===== config.mk =====
export PLATFORM = sky130hd
export DESIGN_NAME = ssp_port
export DESIGN_NICKNAME = d
export VERILOG_FILES = /design/src/rtl/ssp_pkg.sv /design/src/rtl/ssp_sync.sv /design/src/rtl/ssp_clkdiv.sv /design/src/rtl/ssp_shifter.sv /design/src/rtl/ssp_port.sv
export SDC_FILE = /design/constraint.sdc
export NUM_CORES = 1
export LEC_CHECK = 0
export ABC_AREA = 1
export CAP_MARGIN = 20
export CORE_ASPECT_RATIO = 0.5
export CORE_UTILIZATION = 30
export CTS_CLUSTER_SIZE = 8
export DETAILED_ROUTE_END_ITERATION = 7
export PLACE_DENSITY = 0.6
export SYNTH_ARGS = -nofsm -noshare
export SYNTH_HDL_FRONTEND = slang
export SYNTH_SLANG_ARGS = --single-unit

===== constraint.sdc =====
create_clock -name clk -period 2.3 [get_ports clk]
set_input_delay 0.46 -clock clk [delete_from_list [all_inputs] [get_ports clk]]
set_output_delay 0.46 -clock clk [all_outputs]
set_load 0.02 [all_outputs]

===== src/rtl/ssp_pkg.sv =====
package ssp_pkg;

    typedef enum logic [1:0] {
        ST_IDLE,
        ST_ARM,
        ST_LOW,
        ST_HIGH
    } ssp_state_e;

    localparam logic [1:0] A_CTRL = 2'd0;
    localparam logic [1:0] A_BUSY = 2'd1;
    localparam logic [1:0] A_DATA = 2'd2;
    localparam logic [1:0] A_FLAG = 2'd3;

    localparam int C_EN     = 0;
    localparam int C_RATE   = 1;
    localparam int C_MASTER = 3;
    localparam int C_IEN    = 4;

    // Half of the SK period in clock cycles for a rate code.
    function automatic logic [2:0] half_cycles(input logic [1:0] rate);
        logic [2:0] h;
        if (rate[1])      h = 3'd4;
        else if (rate[0]) h = 3'd2;
        else              h = 3'd1;
        return h;
    endfunction

endpackage


===== src/rtl/ssp_sync.sv =====
module ssp_sync #(
    parameter int STAGES = 2
) (
    input  logic clk,
    input  logic rst_n,
    input  logic d,
    output logic q
);
    logic [STAGES-1:0] chain;

    always_ff @(posedge clk or negedge rst_n) begin
        if (!rst_n) chain <= '0;
        else        chain <= {chain[STAGES-2:0], d};
    end

    assign q = chain[STAGES-1];
endmodule


===== src/rtl/ssp_clkdiv.sv =====
module ssp_clkdiv #(
    parameter int CNT_W = 3
) (
    input  logic             clk,
    input  logic             rst_n,
    input  logic             run,
    input  logic [CNT_W-1:0] half,
    output logic             tick
);
    logic [CNT_W-1:0] cnt_q;

    assign tick = run && (cnt_q == (half - CNT_W'(1)));

    always_ff @(posedge clk or negedge rst_n) begin
        if (!rst_n)      cnt_q <= '0;
        else if (!run)   cnt_q <= '0;
        else if (tick)   cnt_q <= '0;
        else             cnt_q <= cnt_q + CNT_W'(1);
    end
endmodule


===== src/rtl/ssp_shifter.sv =====
module ssp_shifter
    import ssp_pkg::*;
#(
    parameter int W = 8
) (
    input  logic         clk,
    input  logic         rst_n,
    input  logic         master,
    input  logic         start,
    input  logic         abort,
    input  logic         tick,
    input  logic         sk_s,
    input  logic         si_s,
    input  logic         si_raw,
    input  logic         load,
    input  logic [W-1:0] load_val,
    output logic         busy,
    output logic         run_div,
    output logic         sk_drv,
    output logic         sk_level,
    output logic         so,
    output logic         done,
    output logic [W-1:0] sr_q
);
    localparam int BW = (W > 1) ? $clog2(W) : 1;

    ssp_state_e    state_q, state_d;
    logic [BW-1:0] bit_q;
    logic          cap_q;
    logic          sk_d_q;
    logic          rise, fall, adv_lo, adv_hi, last;

    assign rise   = sk_s & ~sk_d_q;
    assign fall   = ~sk_s & sk_d_q;
    assign adv_lo = master ? tick : rise;
    assign adv_hi = master ? tick : fall;
    assign last   = (bit_q == BW'(W - 1));

    // State register
    always_ff @(posedge clk or negedge rst_n) begin
        if (!rst_n) state_q <= ST_IDLE;
        else        state_q <= state_d;
    end

    // Next state
    always_comb begin
        state_d = state_q;
        unique case (state_q)
            ST_IDLE: begin
                if (start) state_d = (master || !sk_s) ? ST_LOW : ST_ARM;
            end
            ST_ARM: begin
                if (abort)      state_d = ST_IDLE;
                else if (!sk_s) state_d = ST_LOW;
            end
            ST_LOW: begin
                if (abort)       state_d = ST_IDLE;
                else if (adv_lo) state_d = ST_HIGH;
            end
            ST_HIGH: begin
                if (abort)       state_d = ST_IDLE;
                else if (adv_hi) state_d = last ? ST_IDLE : ST_LOW;
            end
        endcase
    end

    // Datapath
    always_ff @(posedge clk or negedge rst_n) begin
        if (!rst_n) begin
            sr_q   <= '0;
            bit_q  <= '0;
            cap_q  <= 1'b0;
            sk_d_q <= 1'b0;
        end else begin
            sk_d_q <= sk_s;
            if (state_q == ST_IDLE || abort) bit_q <= '0;
            if (state_q == ST_LOW && !abort && adv_lo)
                cap_q <= master ? si_raw : si_s;
            if (state_q == ST_HIGH && !abort && adv_hi) begin
                sr_q  <= {sr_q[W-2:0], cap_q};
                bit_q <= last ? '0 : bit_q + BW'(1);
            end else if (load && !sk_level) begin
                sr_q <= load_val;
            end
        end
    end

    // Outputs
    always_comb begin
        busy     = (state_q != ST_IDLE);
        run_div  = master && (state_q == ST_LOW || state_q == ST_HIGH);
        sk_drv   = master && (state_q == ST_HIGH);
        sk_level = master ? sk_drv : sk_s;
        so       = sr_q[W-1];
        done     = (state_q == ST_HIGH) && !abort && adv_hi && last;
    end
endmodule


===== src/rtl/ssp_port.sv =====
module ssp_port
    import ssp_pkg::*;
#(
    parameter int DATA_W      = 8,
    parameter int SYNC_STAGES = 2
) (
    input  logic              clk,
    input  logic              rst_n,
    input  logic              reg_wr,
    input  logic [1:0]        reg_addr,
    input  logic [DATA_W-1:0] reg_wdata,
    output logic [DATA_W-1:0] reg_rdata,
    input  logic              sk_i,
    input  logic              si_i,
    output logic              sk_o,
    output logic              sk_oe,
    output logic              so_o,
    output logic              so_oe,
    output logic              irq_o
);
    localparam int DIV_W = 3;

    logic [DATA_W-1:0] ctrl_q;
    logic              irq_flag_q;
    logic              ctrl_en, ctrl_master, ctrl_ien;
    logic [1:0]        ctrl_rate;
    logic              sk_s, si_s;
    logic              busy, run_div, tick, sk_drv, sk_level, so, done;
    logic              start, abort, load;
    logic [DATA_W-1:0] sr;

    assign ctrl_en     = ctrl_q[C_EN];
    assign ctrl_rate   = ctrl_q[C_RATE+1:C_RATE];
    assign ctrl_master = ctrl_q[C_MASTER];
    assign ctrl_ien    = ctrl_q[C_IEN];

    assign start = reg_wr && (reg_addr == A_BUSY) && reg_wdata[0] && ctrl_en && !busy;
    assign abort = busy && (!ctrl_en || (reg_wr && (reg_addr == A_BUSY) && !reg_wdata[0]));
    assign load  = reg_wr && (reg_addr == A_DATA);

    ssp_sync #(.STAGES(SYNC_STAGES)) u_sync_sk (
        .clk(clk), .rst_n(rst_n), .d(sk_i), .q(sk_s)
    );
    ssp_sync #(.STAGES(SYNC_STAGES)) u_sync_si (
        .clk(clk), .rst_n(rst_n), .d(si_i), .q(si_s)
    );

    ssp_clkdiv #(.CNT_W(DIV_W)) u_div (
        .clk(clk), .rst_n(rst_n), .run(run_div),
        .half(half_cycles(ctrl_rate)), .tick(tick)
    );

    ssp_shifter #(.W(DATA_W)) u_shift (
        .clk(clk), .rst_n(rst_n), .master(ctrl_master),
        .start(start), .abort(abort), .tick(tick),
        .sk_s(sk_s), .si_s(si_s), .si_raw(si_i),
        .load(load), .load_val(reg_wdata),
        .busy(busy), .run_div(run_div), .sk_drv(sk_drv),
        .sk_level(sk_level), .so(so), .done(done), .sr_q(sr)
    );

    always_ff @(posedge clk or negedge rst_n) begin
        if (!rst_n) begin
            ctrl_q     <= '0;
            irq_flag_q <= 1'b0;
        end else begin
            if (reg_wr && reg_addr == A_CTRL) ctrl_q <= reg_wdata;
            if (done)
                irq_flag_q <= 1'b1;
            else if (reg_wr && reg_addr == A_FLAG && reg_wdata[0])
                irq_flag_q <= 1'b0;
        end
    end

    always_comb begin
        unique case (reg_addr)
            A_CTRL: reg_rdata = ctrl_q;
            A_BUSY: reg_rdata = {{(DATA_W-1){1'b0}}, busy};
            A_DATA: reg_rdata = sr;
            A_FLAG: reg_rdata = {{(DATA_W-1){1'b0}}, irq_flag_q};
        endcase
    end

    assign sk_o  = sk_drv;
    assign sk_oe = ctrl_en && ctrl_master;
    assign so_o  = ctrl_en && so;
    assign so_oe = ctrl_en;
    assign irq_o = irq_flag_q && ctrl_ien;
endmodule


==> results of run 1 <==
worst paths after layout:
path / start / endpoint / slack, ps / cells after the start
max in group asynchronous: rst_n / u_shift.state_q[1] / 1420 / 2
min in group asynchronous: rst_n / u_shift.sr_q[5] / 580 / 2
min reg2reg: u_sync_sk.chain[0] / u_sync_sk.chain[1] / 350 / 0
max reg2reg: ctrl_q[2] / u_shift.sr_q[5] / 390 / 13
max: reg_addr[1] / reg_rdata[4] / 100 / 5
min: u_sync_sk.chain[0] / u_sync_sk.chain[1] / 350 / 0
cells in the mapped netlist, drive strengths merged:
cell type	count
nand2	57
nand3	39
dfrtp	31
inv	30
nor2	21
o21ai	14
nand4	7
buf	6
a22o	4
ha	4
clkinv	1
mux2i	1
nor3	1
o2111ai	1
o211ai	1
o21bai	1
o22ai	1
or2	1
xnor2	1
state kept, by name (all words and copies together) (netlist names):
name and count:
ctrl_q 8, u_shift.sr_q 8, u_div.cnt_q 3, u_shift.bit_q 3
u_shift.state_q 2, u_sync_si.chain 2, u_sync_sk.chain 2, irq_flag_q 1
u_shift.cap_q 1, u_shift.sk_d_q 1
routing by layer:
metal  GRT usage [%]  vias to the layer above
li1                -                      813
met1            20.1                      735
met2            25.0                       31
met3            4.25                        9
met4            4.83                        0
met5               0                        -
area by class of cell:
class	count	area (um2)
Clock inverter	2	35.0
Antenna cell	1	2.50
Timing Repair Buffer	42	382
Inverter	31	116
Sequential cell	31	776
Multi-Input combinational cell	154	786
Fill cell	523	3160
Tap cell	73	91.3
Clock buffer	6	139
through the flow:
stage / hold WS, ps / instances / instance area (um2) / setup WS [ps] / total power [uW]
after floorplan: 164 / 222 / 1710 / 367 / 1080
after global placement: 334 / 330 / 2170 / -276 / 1310
after detailed placement: 341 / 330 / 2170 / -306 / 1320
after CTS: 353 / 339 / 2350 / -16.8 / 2090
after global routing: 370 / 339 / 2320 / 31.6 / 2200
final: 348 / 340 / 2330 / 99.5 / 2070
worst max-delay path, stage by stage:
cell and delay (ps):
clkdlybuf4s50_1 520, nor2_1 60, buf_4 160, a22o_1 220, dlygate4sd2_1 320
report_power, final:
part | total, uW | switching [uW] | leakage, uW | internal (uW)
Sequential | 757 | 106 | 0.000393 | 652
Clock | 772 | 234 | 0.0000869 | 538
Combinational | 537 | 312 | 0.000698 | 225
Total | 2070 | 652 | 0.00118 | 1410
logic make-up after synthesis:
logic type,count (synthesis)
XOR/XNOR,1
buffers and inverters,37
AO/OA/AOI/OAI,22
multiplexers,1
AND/OR/NAND/NOR,126
adder cells (fa/ha/maj),4
flip-flops,31
timing repair:
action                     in CTS  in global routing
setup endpoints to repair       8                  4
pin swaps                       1                  0
buffers inserted                1                  0
resized for setup              15                  6
==> metrics.txt, run 1 <==
status=completed; Synth Area in Simple Gates=33.6%; H-tree depth=2; Clock transition at path regs=50 ps; most frequent cells in the layout=nand2_1, nand3_1, dfrtp_1; fmax=454 MHz; mux share of post-synthesis cell area=0.584%; Mapped Cells=222; Post-Synth Adder-Cell Area=2.92%; routability cong.=0.802; post-route clock period utilization=95.7%; Initial Util=31.2%; Crit path required time=1840 ps; FP Rows=19; library cells used by synthesis=25; via/cell ratio=4.67; DRT met1 WL=2010 um; Synth Register Bits=31; Synth area leaders=dfrtp_1, nand2_1, nand3_1, inv_1, o21ai_0; met2 WL=1880 um; largest net degree at the start of global routing=32; fraction of layout cells with a size suffix above 1=15.0%; Top Layer Used=met4; most common cell after layout, fill and taps aside=nand2_1; register area share after synthesis=45.3%; Port-buffer cells=27; nets@finish=284; Final Skew=5.53 ps; CTS Buf Count=5; max_slew headroom=72.8%; Ports=28; unrepaired setup endpoints after global routing=no; met3 routed WL=210 um; initial drt markers=81; crit path time final=2200 ps; Core Footprint=5490 um2; Mean Syn Cell Area=7.72 um2; die area=6040 um2; setup TNS=0 ps; Crit. End Element=output port; total number of vias=1,588; post-layout util=42.4%; initial antenna violation count=1; worst IR drop on VDD=0.290 mV; clk_lat worst skew=280 ps; GRT Overall Usage=15.5%; Tightest Pin Transition=408 ps; syn nets=241; CTS tree=done; largest family of logic cells by synthesized area=simple AND/OR/NAND/NOR gates; post-synth top area share=45.3%; Syn Std Cell Area=1710 um2; DRC violations left=0; die width=109 um; complex-gate fraction of the synthesized area=8.25%; Post-DRT Antenna Nets=0; fin. max-slew vios=0; Root Buffer=clkbuf_16; Post-DP HPWL=3110 um; Initial DRT Pass Iterations=4; Final setup viols=0; cts hold-fix bufs=0; XOR/XNOR Fraction of Synth Area=0.511%; Yosys top cell by area=dfrtp_1; first-pass GRT wire length=7170 um; P&R area growth vs syn=35.8%; Yosys warnings=0; Worst Path Arrival=1740 ps; final hold violation count=0; gr ovfl total=0; Worst Setup Start Kind=input port; Lkg Pwr=0.00118 uW; critical path peak fanout=6; critical path type=in2out; clk buf depth=2; die height=55.5 um; drt total wl=4160 um; PwrDens=888 nW/um2; CTS sink count=31; worst min-delay path class=reg2reg; per-cell routed wire length=12.2 um; vias in the first global route=1,569; # Max-Cap Violations=0
No activity file was read; power rests on OpenSTA's default activity.
==> run 2: changes to the inputs <==
--- a/config.mk
+++ b/config.mk
@@ -6,12 +6,14 @@
 export NUM_CORES = 1
 export LEC_CHECK = 0
 export ABC_AREA = 1
-export CAP_MARGIN = 20
+export CAP_MARGIN = 5
+export CELL_PAD_IN_SITES_DETAIL_PLACEMENT = 0
+export CELL_PAD_IN_SITES_GLOBAL_PLACEMENT = 2
 export CORE_ASPECT_RATIO = 0.5
 export CORE_UTILIZATION = 30
 export CTS_CLUSTER_SIZE = 8
 export DETAILED_ROUTE_END_ITERATION = 7
-export PLACE_DENSITY = 0.6
+export PLACE_DENSITY = 0.88
 export SYNTH_ARGS = -nofsm -noshare
 export SYNTH_HDL_FRONTEND = slang
 export SYNTH_SLANG_ARGS = --single-unit
==> run 2 against run 1 <==
  * Sequential cell count unchanged
  * Via count decreased by 1.7%
  * Sequential power about the same
  * Critical path type unchanged
  * Largest power group is now sequential cells
==> metrics.txt, run 2 (same netlist as run 1, synthesis figures left out) <==
status=completed; first-pass GRT wire length=7160 um (-0.20%); per-cell routed wire length=12.3 um (+0.29%); worst IR drop on VDD=0.272 mV (-6.3%); PwrDens=839 nW/um2 (-5.5%); routability cong.=0.775 (-3.3%); Tightest Pin Transition=399 ps (-8.49 ps); worst min-delay path class=reg2reg; via/cell ratio=4.65 (-0.53%); initial drt markers=77 (-4.9%); Worst Path Arrival=1760 ps (+20 ps); fraction of layout cells with a size suffix above 1=12.5% (-2.5 points); H-tree depth=2 (unchanged); Port-buffer cells=27 (unchanged); CP Buf/Inv Count=4 (+1); Ports=28 (unchanged); fmax=451 MHz (-0.78%); switching pwr=634 uW (-2.7%); Final setup viols=0 (unchanged); critical path peak fanout=4 (-2); Clock transition at path regs=50 ps (about the same); post-layout util=41.1% (-1.2 points); Ant. Diodes=0 (-1); sequential share of power=39.9% (+3.2 points); setup TNS=0 ps (unchanged); post-route clock period utilization=96.4% (+0.75 points); CP top delay family=buffers and inverters; CP Cell Sequence=clkdlybuf4s50_1 -> inv_2 -> nor2_4 -> buf_4 -> a22o_1 -> clkdlybuf4s15_1; die height=55.5 um (unchanged); fin. max-slew vios=0 (unchanged); Internal=1260 uW (-11%); switching share of power=33.5% (+1.9 points); CTS sink count=31 (unchanged); pre-CTS setup slack=-272 ps (+34.4 ps); critical path type=in2out; final hold slack=347 ps (-1.24 ps); Comb power frac=27.3% (+1.3 points); P&R area growth vs syn=31.8%; Post-DP HPWL=3090 um (-0.62%); nets@finish=281 (-1.1%); Worst Setup Start Kind=input port; total number of vias=1,561 (-1.7%); DRC violations left=0 (unchanged); DRT met1 WL=2090 um (+3.9%); Crit. End Element=output port; CTS Buf Count=5 (unchanged); FP Rows=19 (unchanged); CTS tree=done; die area=6040 um2 (unchanged); Post-DRT Antenna Nets=0 (unchanged); Clk network pwr share=32.8% (-4.6 points); Root Buffer=clkbuf_16; most common cell after layout, fill and taps aside=nand2_1; R2R Setup Slk=350 ps (-40 ps); Top Layer Used=met4; slowest cell on the critical path=clkdlybuf4s50_1; clk buf depth=2 (unchanged); Crit path required time=1840 ps (about the same); crit path time final=2220 ps (+17.3 ps); die width=109 um (unchanged); fillcell total=564 (+7.8%); Final Skew=4.15 ps (-1.38 ps); cts hold-fix bufs=0 (unchanged); most frequent cells in the layout=nand2_1, nand3_1, dfrtp_1; clk_lat worst skew=270 ps (about the same); Lkg Pwr=0.00113 uW (-4.3%); max_slew headroom=73.4% (+0.57 points); final setup margin=82.2 ps (-17.3 ps); met2 WL=1760 um (-6.4%); GRT Overall Usage=15.6% (+0.12 points); Largest stage delay, worst path=540 ps (+20 ps); drt total wl=4120 um (-0.89%); Initial DRT Pass Iterations=4 (unchanged); Largest regs=ctrl_q: 8 flops, u_shift.sr_q: 8 flops; Initial Util=31.2% (unchanged); vias in the first global route=1,485 (-5.4%); largest net degree at the start of global routing=32 (unchanged); unrepaired setup endpoints after global routing=no; # Max-Cap Violations=0 (unchanged); final hold violation count=0 (unchanged); gr ovfl total=0 (unchanged); Core Footprint=5490 um2 (unchanged); met3 routed WL=222 um (+5.7%); initial antenna violation count=0 (-1)
[run 2: cell count changes in the layout (fill, tap and decap cells not counted), sizes merged]
cell           delta
bufinv            -1
clkdlybuf4s15     +6
dlygate4sd2       -5
diode             -1
buf               -4
dlymetal6s2s      +1
[run 2: routing by layer]
layer  up-vias  track usage, %
met5         -               0
met4         0            5.21
met3         8            4.25
met2        29            23.2
met1       716            21.8
li1        808               -
[run 2: area by class of cell]
cell class / instances / area (um2) / area share [%]
well taps: 73 / 91.3 / 4.04
inverters: 31 / 116 / 5.15
flip-flops and latches: 31 / 776 / 34.3
repair buffers: 39 / 353 / 15.6
clock buffers: 7 / 133 / 5.87
clock inverters: 1 / 5.00 / 0.221
multi-input cells: 154 / 786 / 34.8
[run 2: final timing paths]
check / startpoint / endpoint / cells past startpoint
min reg2reg: u_sync_sk.chain[0] / u_sync_sk.chain[1] / 0
min: u_sync_sk.chain[0] / u_sync_sk.chain[1] / 0
max reg2reg: ctrl_q[2] / u_shift.sr_q[4] / 13
max: reg_addr[1] / reg_rdata[7] / 6
min in group asynchronous: rst_n / u_div.cnt_q[2] / 2
max in group asynchronous: rst_n / u_shift.sr_q[5] / 2
[run 2: metrics by stage]
step / power (uW) / area, um2 / cells
floorplan: 1080 / 1710 / 222
global placement: 1290 / 2130 / 328
detailed placement: 1290 / 2130 / 328
CTS: 1910 / 2260 / 336
global route: 2020 / 2260 / 336
finish: 1890 / 2260 / 336
[run 2: what timing repair did]
action	in CTS	in global routing
gates resized for setup	8	13
setup buffers	0	0
cloned	0	0
hold endpoints to repair	0	0
endpoints found under the setup margin	8	8
[run 2: power by group through the flow]
stage / clock network [uW] / logic, uW / registers, uW
final: 621 / 518 / 756
after global routing: 665 / 588 / 769
after CTS: 635 / 519 / 754
after detailed placement: 0 / 535 / 759
after global placement: 0 / 526 / 761
after floorplan: 0 / 347 / 733
==> run 3: changes to the inputs <==
==> constraint.sdc (replaced) <==
create_clock -name clk -period 2.4 [get_ports clk]
set_input_delay 0.48 -clock clk [delete_from_list [all_inputs] [get_ports clk]]
set_output_delay 0.48 -clock clk [all_outputs]
set_load 0.02 [all_outputs]
==> run 3 against run 2 <==
  * Die area stayed put
  * Highest routed layer unchanged
  * Critical path type unchanged
  * Critical endpoint is now reg_rdata[0]
  * Register-to-register slack improved by 100 ps
  * Power down 3.5%
  * Combinational power decreased by 4.6%
  * Sequential power shrank 3.4%
  * Wire length is 5.0% higher
  * Largest power group unchanged
  * Non-clock buffer count grew 2
  * Clock power shrank 3%
  * Via count is 1.0% higher
  * Sequential cell count unchanged
==> metrics.txt, run 3 (same netlist as run 1, synthesis figures left out) <==
Clk network pwr share=33.1% (+0.3 points); clk_lat worst skew=280 ps (about the same); total power=1830 uW (-3.5%); P&R area growth vs syn=33.3%; Clock transition at path regs=50 ps (about the same); Post-DP HPWL=3110 um (+0.67%); initial antenna violation count=0 (unchanged); FF-to-FF Start=ctrl_q[2]; Worst R2R Path Depth=13 (unchanged); drt total wl=4330 um (+5.0%); CP Cell Sequence=clkdlybuf4s50_1 -> inv_2 -> nor2_4 -> buf_12 -> nand2_1 -> nand4_1 -> dlygate4sd2_1; Internal=1210 uW (-4.0%); fmax=443 MHz; initial drt markers=79 (+2.6%); R2R Setup Slk=450 ps (+100 ps); GRT Overall Usage=16.0% (+0.42 points); Lkg Pwr=0.00115 uW (+2.2%); total number of vias=1,577 (+1.0%); largest net degree at the start of global routing=32 (unchanged); Initial Util=31.2% (unchanged); via/cell ratio=4.67 (+0.43%); critical path peak fanout=9 (+5); first-pass GRT wire length=7250 um (+1.3%); routability cong.=0.771 (-0.57%); Port-buffer cells=27 (unchanged); Worst setup startpoint=reg_addr[1]; Core Footprint=5490 um2 (unchanged); die height=55.5 um (unchanged); DRC violations left=0 (unchanged); die width=109 um (unchanged); Worst Path Arrival=1780 ps (+20 ps); H-tree depth=2 (unchanged); die area=6040 um2 (unchanged); nets@finish=283 (+0.71%); worst IR drop on VDD=0.316 mV (+16%); Crit path required time=1920 ps (+80 ps); CTS sink count=31 (unchanged); per-cell routed wire length=12.8 um (+4.4%); FP Rows=19 (unchanged); Largest stage delay, worst path=520 ps (-20 ps); vias in the first global route=1,503 (+1.2%); Final Skew=6.58 ps (+2.44 ps); switching pwr=618 uW (-2.4%); switching share of power=33.8% (+0.36 points); Tightest Pin Transition=418 ps (+18.5 ps); Worst Setup Start Kind=input port; CTS Buf Count=5 (unchanged); Root Buffer=clkbuf_16; sequential share of power=39.9% (about the same); r2r endpoint=u_shift.sr_q[1]; final hold slack=353 ps (+5.80 ps); Initial DRT Pass Iterations=4 (unchanged); Post-DRT Antenna Nets=0 (unchanged); Crit. End Element=output port; dpl cells=329 (+0.30%); Largest regs=ctrl_q: 8 flops, u_shift.sr_q: 8 flops; CP Capture Point=reg_rdata[0]; non-filler cells, final=338 (+0.60%); Comb power frac=27.0% (-0.3 points); Ports=28 (unchanged); worst min-delay path class=reg2reg; most frequent cells in the layout=nand2_1, nand3_1, dfrtp_1; PwrDens=801 nW/um2 (-4.5%); slowest cell on the critical path=clkdlybuf4s50_1; fin. max-slew vios=0 (unchanged); gr ovfl total=0 (unchanged); post-layout util=41.6% (+0.46 points); final hold violation count=0 (unchanged); post-route clock period utilization=94.2%; critical path type=in2out; CTS tree=done; status=completed; Ant. Diodes=0 (unchanged); unrepaired setup endpoints after global routing=no; fraction of layout cells with a size suffix above 1=12.5% (-0.095 points); clk buf depth=2 (unchanged); max_slew headroom=72.2% (-1.2 points); Final setup viols=0 (unchanged); most common cell after layout, fill and taps aside=nand2_1; # Max-Cap Violations=0 (unchanged); crit path time final=2260 ps
[run 3: how the worst min path moves through the flow]
stage / from / end / cells after the start
detailed placement: u_sync_si.chain[0] / u_sync_si.chain[1] / 0
floorplan: rst_n / ctrl_q[0] / 0
global route: u_sync_sk.chain[0] / u_sync_sk.chain[1] / 0
finish: u_sync_si.chain[0] / u_sync_si.chain[1] / 0
CTS: u_sync_si.chain[0] / u_sync_si.chain[1] / 0
global placement: u_sync_sk.chain[0] / u_sync_sk.chain[1] / 0
[run 3: stage by stage]
step / cell area [um2] / worst slack, ps / setup TNS (ps)
global route: 2280 / 46.2 / 0
CTS: 2280 / 125 / 0
finish: 2280 / 140 / 0
floorplan: 1710 / 427 / 0
detailed placement: 2140 / -198 / -1440
global placement: 2140 / -171 / -1280
[run 3: layout make-up]
type	instances	area (um2)
Timing Repair Buffer	41	378
Sequential cell	31	776
Clock inverter	1	5.00
Tap cell	73	91.3
Multi-Input combinational cell	154	786
Fill cell	562	3210
Clock buffer	7	133
Inverter	31	116
[run 3: power by group through the flow]
| stage | clock, uW | combinational (uW) | sequential (uW) |
|---|---|---|---|
| floorplan | 0 | 333 | 703 |
| global placement | 0 | 500 | 736 |
| global route | 643 | 566 | 742 |
| detailed placement | 0 | 508 | 734 |
| CTS | 615 | 499 | 728 |
| finish | 605 | 494 | 730 |
[run 3: per-layer routing]
metal  wire length [um]  track usage [%]  up-vias
met1               2200             22.7      736
met4                 30             4.63        0
met2               1900             24.1       30
met3                200             4.01        4
met5                  0                0        -
li1                   -                -      807
[run 3: repair_timing]
item / 4_1_cts / 5_1_grt
setup buffers: 1 / 0
hold buffers: 0 / 0
gates resized for setup: 8 / 0
setup endpoints to repair: 8 / 0
[run 3: worst max-delay path: cells and delay by family]
kind | cells | cell delay [ps]
buf+inv | 4 | 1050
simple gates | 3 | 250
